==> src/rtl/bitmat_pkg.sv <==
package bitmat_pkg;

  localparam int BM_DIM = 8;

  typedef enum logic [1:0] {
    OP_NONE    = 2'd0,
    OP_FLIP    = 2'd1,
    OP_ORPROD  = 2'd2,
    OP_XORPROD = 2'd3
  } bm_op_e;

  localparam logic [6:0] ENC_OPC_IMM  = 7'b0010011;
  localparam logic [6:0] ENC_OPC_REG  = 7'b0110011;
  localparam logic [6:0] ENC_FLIP_F7  = 7'b0110000;
  localparam logic [4:0] ENC_FLIP_SUB = 5'b00011;
  localparam logic [2:0] ENC_FLIP_F3  = 3'b001;
  localparam logic [2:0] ENC_PROD_F3  = 3'b011;
  localparam logic [6:0] ENC_OR_F7    = 7'b0000100;
  localparam logic [6:0] ENC_XOR_F7   = 7'b0100100;

endpackage

==> src/rtl/bitmat_decode.sv <==
module bitmat_decode
  import bitmat_pkg::*;
#(
  parameter int XLEN = 64
) (
  input  logic [31:0] instr,
  output bm_op_e      op
);

  localparam int WIDE = BM_DIM * BM_DIM;

  logic [6:0] f7;
  logic [4:0] sub;
  logic [2:0] f3;
  logic [6:0] opc;

  assign f7  = instr[31:25];
  assign sub = instr[24:20];
  assign f3  = instr[14:12];
  assign opc = instr[6:0];

  generate
    if (XLEN == WIDE) begin : g_full
      always_comb begin
        op = OP_NONE;
        if (f7 == ENC_FLIP_F7 && sub == ENC_FLIP_SUB &&
            f3 == ENC_FLIP_F3 && opc == ENC_OPC_IMM) begin
          op = OP_FLIP;
        end else if (f3 == ENC_PROD_F3 && opc == ENC_OPC_REG) begin
          if (f7 == ENC_OR_F7) begin
            op = OP_ORPROD;
          end else if (f7 == ENC_XOR_F7) begin
            op = OP_XORPROD;
          end
        end
      end
    end else begin : g_unsupported
      assign op = OP_NONE;
    end
  endgenerate

endmodule

==> src/rtl/bitmat_transpose.sv <==
module bitmat_transpose #(
  parameter int DIM = 8
) (
  input  logic [DIM*DIM-1:0] m_in,
  output logic [DIM*DIM-1:0] m_out
);

  generate
    for (genvar j = 0; j < DIM; j++) begin : g_row
      for (genvar k = 0; k < DIM; k++) begin : g_col
        assign m_out[k*DIM + j] = m_in[j*DIM + k];
      end
    end
  endgenerate

endmodule

==> src/rtl/bitmat_product.sv <==
module bitmat_product #(
  parameter int DIM = 8
) (
  input  logic [DIM*DIM-1:0] row_src,
  input  logic [DIM*DIM-1:0] col_src_t,
  input  logic               use_parity,
  output logic [DIM*DIM-1:0] prod
);

  generate
    for (genvar r = 0; r < DIM; r++) begin : g_r
      for (genvar c = 0; c < DIM; c++) begin : g_c
        logic [DIM-1:0] conj;
        assign conj = row_src[r*DIM +: DIM] & col_src_t[c*DIM +: DIM];
        assign prod[r*DIM + c] = use_parity ? (^conj) : (|conj);
      end
    end
  endgenerate

endmodule

==> src/rtl/bitmat_unit.sv <==
module bitmat_unit
  import bitmat_pkg::*;
#(
  parameter int XLEN = 64
) (
  input  logic            clk,
  input  logic            rst_n,
  input  logic            in_valid,
  output logic            in_ready,
  input  logic [31:0]     instr,
  input  logic [XLEN-1:0] src_a,
  input  logic [XLEN-1:0] src_b,
  output logic            out_valid,
  input  logic            out_ready,
  output logic [XLEN-1:0] out_result,
  output logic            out_illegal
);

  localparam int DIM = BM_DIM;
  localparam int MW  = DIM * DIM;

  bm_op_e          op;
  logic [XLEN-1:0] exec_res;
  logic            exec_ill;
  logic            take;

  logic            valid_q, valid_d;
  logic [XLEN-1:0] res_q, res_d;
  logic            ill_q, ill_d;

  bitmat_decode #(.XLEN(XLEN)) u_dec (
    .instr (instr),
    .op    (op)
  );

  generate
    if (XLEN == MW) begin : g_wide
      logic [MW-1:0] a_t;
      logic [MW-1:0] b_t;
      logic [MW-1:0] prod;

      bitmat_transpose #(.DIM(DIM)) u_flip_a (
        .m_in  (src_a),
        .m_out (a_t)
      );

      bitmat_transpose #(.DIM(DIM)) u_flip_b (
        .m_in  (src_b),
        .m_out (b_t)
      );

      bitmat_product #(.DIM(DIM)) u_prod (
        .row_src    (src_a),
        .col_src_t  (b_t),
        .use_parity (op == OP_XORPROD),
        .prod       (prod)
      );

      always_comb begin
        unique case (op)
          OP_FLIP:    exec_res = a_t;
          OP_ORPROD:  exec_res = prod;
          OP_XORPROD: exec_res = prod;
          default:    exec_res = '0;
        endcase
      end
    end else begin : g_narrow
      assign exec_res = '0;
    end
  endgenerate

  assign exec_ill = (op == OP_NONE);
  assign in_ready = !valid_q || out_ready;
  assign take     = in_valid && in_ready;

  always_comb begin
    valid_d = valid_q;
    res_d   = res_q;
    ill_d   = ill_q;
    if (take) begin
      valid_d = 1'b1;
      res_d   = exec_res;
      ill_d   = exec_ill;
    end else if (out_ready) begin
      valid_d = 1'b0;
    end
  end

  always_ff @(posedge clk or negedge rst_n) begin
    if (!rst_n) begin
      valid_q <= 1'b0;
      res_q   <= '0;
      ill_q   <= 1'b0;
    end else begin
      valid_q <= valid_d;
      res_q   <= res_d;
      ill_q   <= ill_d;
    end
  end

  assign out_valid   = valid_q;
  assign out_result  = res_q;
  assign out_illegal = ill_q;

endmodule

==> config.mk <==
export PLATFORM = sky130hd
export DESIGN_NAME = bitmat_unit
export DESIGN_NICKNAME = d
export VERILOG_FILES = /design/src/rtl/bitmat_pkg.sv /design/src/rtl/bitmat_decode.sv /design/src/rtl/bitmat_transpose.sv /design/src/rtl/bitmat_product.sv /design/src/rtl/bitmat_unit.sv
export SDC_FILE = /design/constraint.sdc
export NUM_CORES = 1
export LEC_CHECK = 0
export CAP_MARGIN = 10
export CORE_MARGIN = 5
export CORE_UTILIZATION = 59
export CTS_CLUSTER_SIZE = 8
export DETAILED_ROUTE_END_ITERATION = 6
export PLACE_DENSITY = 0.93
export REMOVE_ABC_BUFFERS = 1
export SLEW_MARGIN = 5
export SYNTH_ARGS = -nofsm -noshare
export SYNTH_HDL_FRONTEND = slang
export SYNTH_SLANG_ARGS = --single-unit
==> constraint.sdc <==
create_clock -name clk -period 4.2 [get_ports clk]
set_input_delay 0.42 -clock clk [delete_from_list [all_inputs] [get_ports clk]]
set_output_delay 0.42 -clock clk [all_outputs]
set_load 0.02 [all_outputs]
; ---- Word-level counts from Yosys, hierarchy flattened
; Cells that the tools add are included.
[op_classes]
n_bitwise = 64
muxes = 71
n_reduce_logical = 138
eq_ne = 11
[ops]
columns = op, n
row1 = $and 8x8->8, 64
row2 = $reduce_or 8->1, 64
row3 = $reduce_xor 8->1, 64
row4 = $pmux 64 s2, 1
row5 = $mux 1, 66
row6 = $eq 7x6->1 const B, 3
row7 = $mux 2, 4
row8 = $eq 7x3->1 const B, 1
row9 = $eq 7x5->1 const B, 1
row10 = $eq 5x2->1 const B, 1
row11 = $logic_and 1x1->1, 5
row12 = $eq 2x2->1 const B, 2
row13 = $eq 3x1->1 const B, 1
row14 = $eq 3x2->1 const B, 1
row15 = $eq 2x1->1 const B, 1
row16 = $logic_not 2->1, 1
row17 = $reduce_bool 2->1, 1
row18 = $reduce_or 2->1, 1
row19 = $logic_not 1->1, 1
row20 = $logic_or 1x1->1, 1
[word_totals]
word_cells = 287
ff_bits = 66
out_inout_bits = 67

; ---- Logic depth before layout (Yosys ltp)
[depth]
depth_word = 8
mapped_depth = 7
depth_no_buf = 6

; ---- Cells and area by module
; From an unflattened synthesis, not the netlist that was laid out.
[unflattened]
cells_unflattened = 1655
area_unflattened_um2 = 12530.8
[modules_own_cells]
columns = mod, instances, area_each_um2, cells_each
row1 = bitmat_product, 1, 8335.5, 1294
row2 = bitmat_unit, 1, 3140.5, 222
row3 = bitmat_transpose, 2, 480.5, 64
row4 = bitmat_decode, 1, 93.8, 11

; ---- Least setup slack after synthesis
; Ideal clock, no wire load.
[synth_path]
path_type = in2reg
startpoint = input instr[27]
endpoint = register res_q[45], in the netlist out_result[45]
cell_stages = 6
t_arrival_ps = 1726
path_slack_ps = 2397
cell_sequence = or4_1 > nor4_2 > buf_4 > buf_6 > a41oi_1 > o21ai_1
[synth_via]
elab_chain_cells = 8
[synth_lines]
columns = item, line_no
row1 = start: declaration, bitmat_unit.sv:10  ; input logic [31:0] instr,
row2 = $eq 7x6->1 (on tied branches), "bitmat_decode.sv:32, bitmat_decode.sv:26"
row3 = $mux 2 or $logic_and 1x1->1 (tied branches), "bitmat_decode.sv:32, bitmat_decode.sv:26"
row4 = $mux 2 or $logic_and 1x1->1 (tied branches), "bitmat_decode.sv:30, bitmat_decode.sv:26"
row5 = $mux 2 or $logic_and 1x1->1 (tied branches), "bitmat_decode.sv:29, bitmat_decode.sv:27"
row6 = $mux 2 (*), bitmat_decode.sv:26  ; if (f7 == ENC_FLIP_F7 && sub == ENC_FLIP_SUB &&
row7 = $eq 2x2->1 (on tied branches), "bitmat_unit.sv:55, bitmat_unit.sv:60"
row8 = $mux 1 or $reduce_or 2->1 (tied branches), n/a
row9 = $pmux 64 s2 (*), bitmat_unit.sv:60  ; unique case (op)
row10 = end signal: assignment, bitmat_unit.sv:96  ; res_q <= res_d;
row11 = end: declaration, bitmat_unit.sv:28  ; logic [XLEN-1:0] res_q, res_d;
; Mark *: on every way between the ends. The rest lies on a longest branch, timed or not.
; A chain may end at the register's enable or synchronous reset.

; ---- Worst setup path after layout
[layout_path]
startpoint = input instr[3]
endpoint = register res_q[46], in the netlist out_result[46]
[layout_via]
elab_chain_cells = 7
[layout_lines]
columns = item, line_no
row1 = $eq 7x6->1, bitmat_decode.sv:29  ; end else if (f3 == ENC_PROD_F3 && opc == ENC_OPC_REG) begin
row2 = $logic_and 1x1->1, bitmat_decode.sv:29
row3 = $mux 2, bitmat_decode.sv:29
row4 = $mux 2 (*), bitmat_decode.sv:26
row5 = $eq 2x2->1 (on tied branches), "bitmat_unit.sv:55, bitmat_unit.sv:60"
row6 = $mux 1 or $reduce_or 2->1 (tied branches), n/a
row7 = $pmux 64 s2 (*), bitmat_unit.sv:60
; Marks and branches as above.

==> impl_metrics.env <==
export IMPL_status="finished with violations"
export IMPL_violations="DRC"
export IMPL_dp_worst_setup_slack_ps=1320
export IMPL_power_density_nw_per_um2=223
export IMPL_worstPathMaxFanout=64
export IMPL_worst_r2r_path_depth=5
export IMPL_ys_seq_area_frac=0.141
export IMPL_yosysTopAreaCellShare=0.273
export IMPL_antenna_found_initial=1
export IMPL_crit_path_frequent_cell="buf_4"
export IMPL_syn_to_final_growth_pct=18.5
export IMPL_r2r_end="out_result[12]$_DFFE_PN0P_"
export IMPL_nets=2020
export IMPL_n_antenna_cell=0
export IMPL_clk_transition_reported_paths_ps=60
export IMPL_finalCriticalPeriod_ps=2580
export IMPL_hold_class="input pin to async pin"
export IMPL_yosysWarnings=0
export IMPL_drv_cap=0
export IMPL_grt_pass1_vias=13000
export IMPL_wirelength_um=47900
export IMPL_hold_violations=0
export IMPL_multi_input_area_sq_um=9350
export IMPL_relSlewSlack=0.362
export IMPL_critPathSlowestCell="or4b_4"
export IMPL_drcViolationCount=6
export IMPL_fin_area_sq_um=13900
export IMPL_cp_start_kind="input pin"
export IMPL_whs_ps=187
export IMPL_setup_viol=0
export IMPL_synth_area_leader_cell="ha_1"
export IMPL_ys_ff_latch=66
export IMPL_portBuffers=220
export IMPL_vias=12900
export IMPL_critPathCaptureType="register"
export IMPL_fin_crit_sh=0.615
export IMPL_post_dp_hpwl_um=31000
export IMPL_die_x_um=151
export IMPL_cts_sinks=66
export IMPL_fin_total_pwr_mw=3.11
export IMPL_setup_slack_ps=1620
export IMPL_critPathMaxStageDelay_ps=540
export IMPL_cts_tree="done"
export IMPL_reg2reg_from="out_valid$_DFFE_PN0P_"
export IMPL_slew_violations=0
export IMPL_synth_top_cells_by_area="ha_1, nand2_1, dfrtp_1"
export IMPL_cts_buffers=9
export IMPL_viasPerCell=6.90
export IMPL_cts_root_buf="clkbuf_16"
export IMPL_worstSkewPairLatency_ps=360
export IMPL_worstSetupPathType="input pin to register"
export IMPL_core_sq_um=19500
export IMPL_reg2reg_slack_ps=2370
export IMPL_rsz0062_at_grt="false"
export IMPL_tightest_slew_ps=957
export IMPL_drive_gt1_frac=0.0206
export IMPL_arrival_ps=2840
export IMPL_gr_total_overflow=0
export IMPL_std_cell_rows=51
export IMPL_die_h_um=151
export IMPL_seq_area_sq_um=1650
export IMPL_avgSynthCellArea_sq_um=7.64
export IMPL_ir_drop_uv=195
export IMPL_grt_usage=0.414
export IMPL_grt_pass1_wl_um=71600
export IMPL_synthCells=1537
export IMPL_die_area_sq_um=22800
export IMPL_syn_area_sq_um=11700
export IMPL_postCtsHoldBufs=0
export IMPL_gp_congestion=1.00
export IMPL_routedWlPerCell_um=25.6
export IMPL_cts_max_level=3
export IMPL_start_util=0.601
export IMPL_ys_types=27
export IMPL_p_leak_nw=6.13
export IMPL_first_pass_iters=7
export IMPL_cts_buffer_depth=2
export IMPL_drt_iter0_drc=2043
export IMPL_ios=231
export IMPL_final_fill_count=1466
export IMPL_ant_nets=0
export IMPL_postCtsSetupBuffers=0
export IMPL_cts_resized=0
export IMPL_crit_chain="clkdlybuf4s50_1 -> or4b_4 -> nor3_4 -> buf_4 -> nand3_2 -> buf_4 -> o21ai_0"
export IMPL_fmax_mhz=387
export IMPL_grt_max_degree=67
export IMPL_worstPathRequired_ps=4460
export IMPL_clock_skew_ps=7.05
export IMPL_post_dp_cell_area_sq_um=13600
[cells in the final DEF, fill, tap and decap left out]
master and instances:
o21a_1 1, nand2b_2 1, a21boi_0 64, or4_1 2
and2_2 1, o21ai_0 4, nand4b_1 1, dfrtp_1 66
clkbuf_16 9, clkinv_2 2, o21ai_1 60, and4b_1 1
clkbuf_8 1, nand4_1 65, buf_2 2, xnor2_1 128
mux2i_1 64, buf_4 10, nand3_2 1, or4b_4 1
nor3_4 1, clkinvlp_4 1, clkbuf_1 1, o211ai_1 1
bufinv_16 2, a41oi_1 64, nor4_4 1, nand2_1 512
nand2b_1 1, clkdlybuf4s50_1 217, xor2_1 64, ha_1 256
[power by group]
group	switching, mW	internal [mW]	leakage (nW)	total, mW
Sequential	0.000480	0.636	0.914	0.637
Combinational	0.901	0.699	5.06	1.60
Clock	0.335	0.535	0.156	0.870
[cells in the mapped netlist]
master      n
xnor2_1   128
or4b_4      1
o21a_1      1
o21ai_0     4
buf_6       5
nand2b_1    2
nand3_2     1
o211ai_1    1
a41oi_1    64
ha_1      256
or4_1       2
clkbuf_1  130
nand4_1    65
and2_1      1
and4b_1     1
nor3_4      1
nand2_1   512
xor2_1     64
buf_4       2
nand4b_1    1
mux2i_1    64
dfrtp_1    66
nor4_2      1
a21boi_0   64
buf_2      31
buf_1       9
o21ai_1    60
[routing by layer]
layer  share of wire  wire [um]  GRT usage  vias up
li1                -          -          -     5362
met1            0.34      16100      0.502     5969
met2            0.40      19400      0.608     1169
met3            0.17       8010      0.131      408
met4           0.092       4430      0.315        2
met5         0.00052         25          0        -
[logic make-up (layout without fill, tap and decap cells)]
kind of cell	count (synthesis)	in the layout	share of synthesized area
and+or+nand+nor	588	588	0.207
adders and majority gates	256	256	0.273
AOI/OAI and AO/OA	194	194	0.117
DFF	66	66	0.141
buffers and inverters	177	245	0.0638
xor gates and xnor gates	192	192	0.143
muxes	64	64	0.0546
[area by class of cell]
class | count | area share
Clock buffer | 11 | 0.0175
Clock inverter | 5 | 0.00558
Multi-Input combinational cell | 1294 | 0.672
Sequential cell | 66 | 0.119
Tap cell | 265 | 0.0238
Timing Repair Buffer | 229 | 0.162
[worst max-delay path: cells and delay by family]
family | cells | cell delay (ps)
AO/OA/AOI/OAI | 1 | 310
buffers and inverters | 3 | 1200
AND/OR/NAND/NOR | 3 | 870
[state kept, by name, summed over array words and instances, names as in the netlist]
name         cells
out_result      64
out_illegal      1
out_valid        1
[stage by stage]
stage,setup TNS (ps),utilization,instances
after floorplan,-2090,-,1360
after global placement,0,0.696,1854
after detailed placement,0,0.696,1854
after CTS,0,0.712,1870
after global routing,0,0.712,1870
final,0,0.712,1870
[worst max-delay path by stage]
stage,start,to,slack (ps)
global route,instr[3],out_result[48]$_DFFE_PN0P_,1570
CTS,instr[3],out_result[46]$_DFFE_PN0P_,1680
global placement,instr[3],out_result[48]$_DFFE_PN0P_,1420
detailed placement,instr[3],out_result[46]$_DFFE_PN0P_,1320
finish,instr[3],out_result[46]$_DFFE_PN0P_,1620
floorplan,out_ready,out_result[46]$_DFFE_PN0P_,-70
No activity file was read; power rests on OpenSTA's default activity.
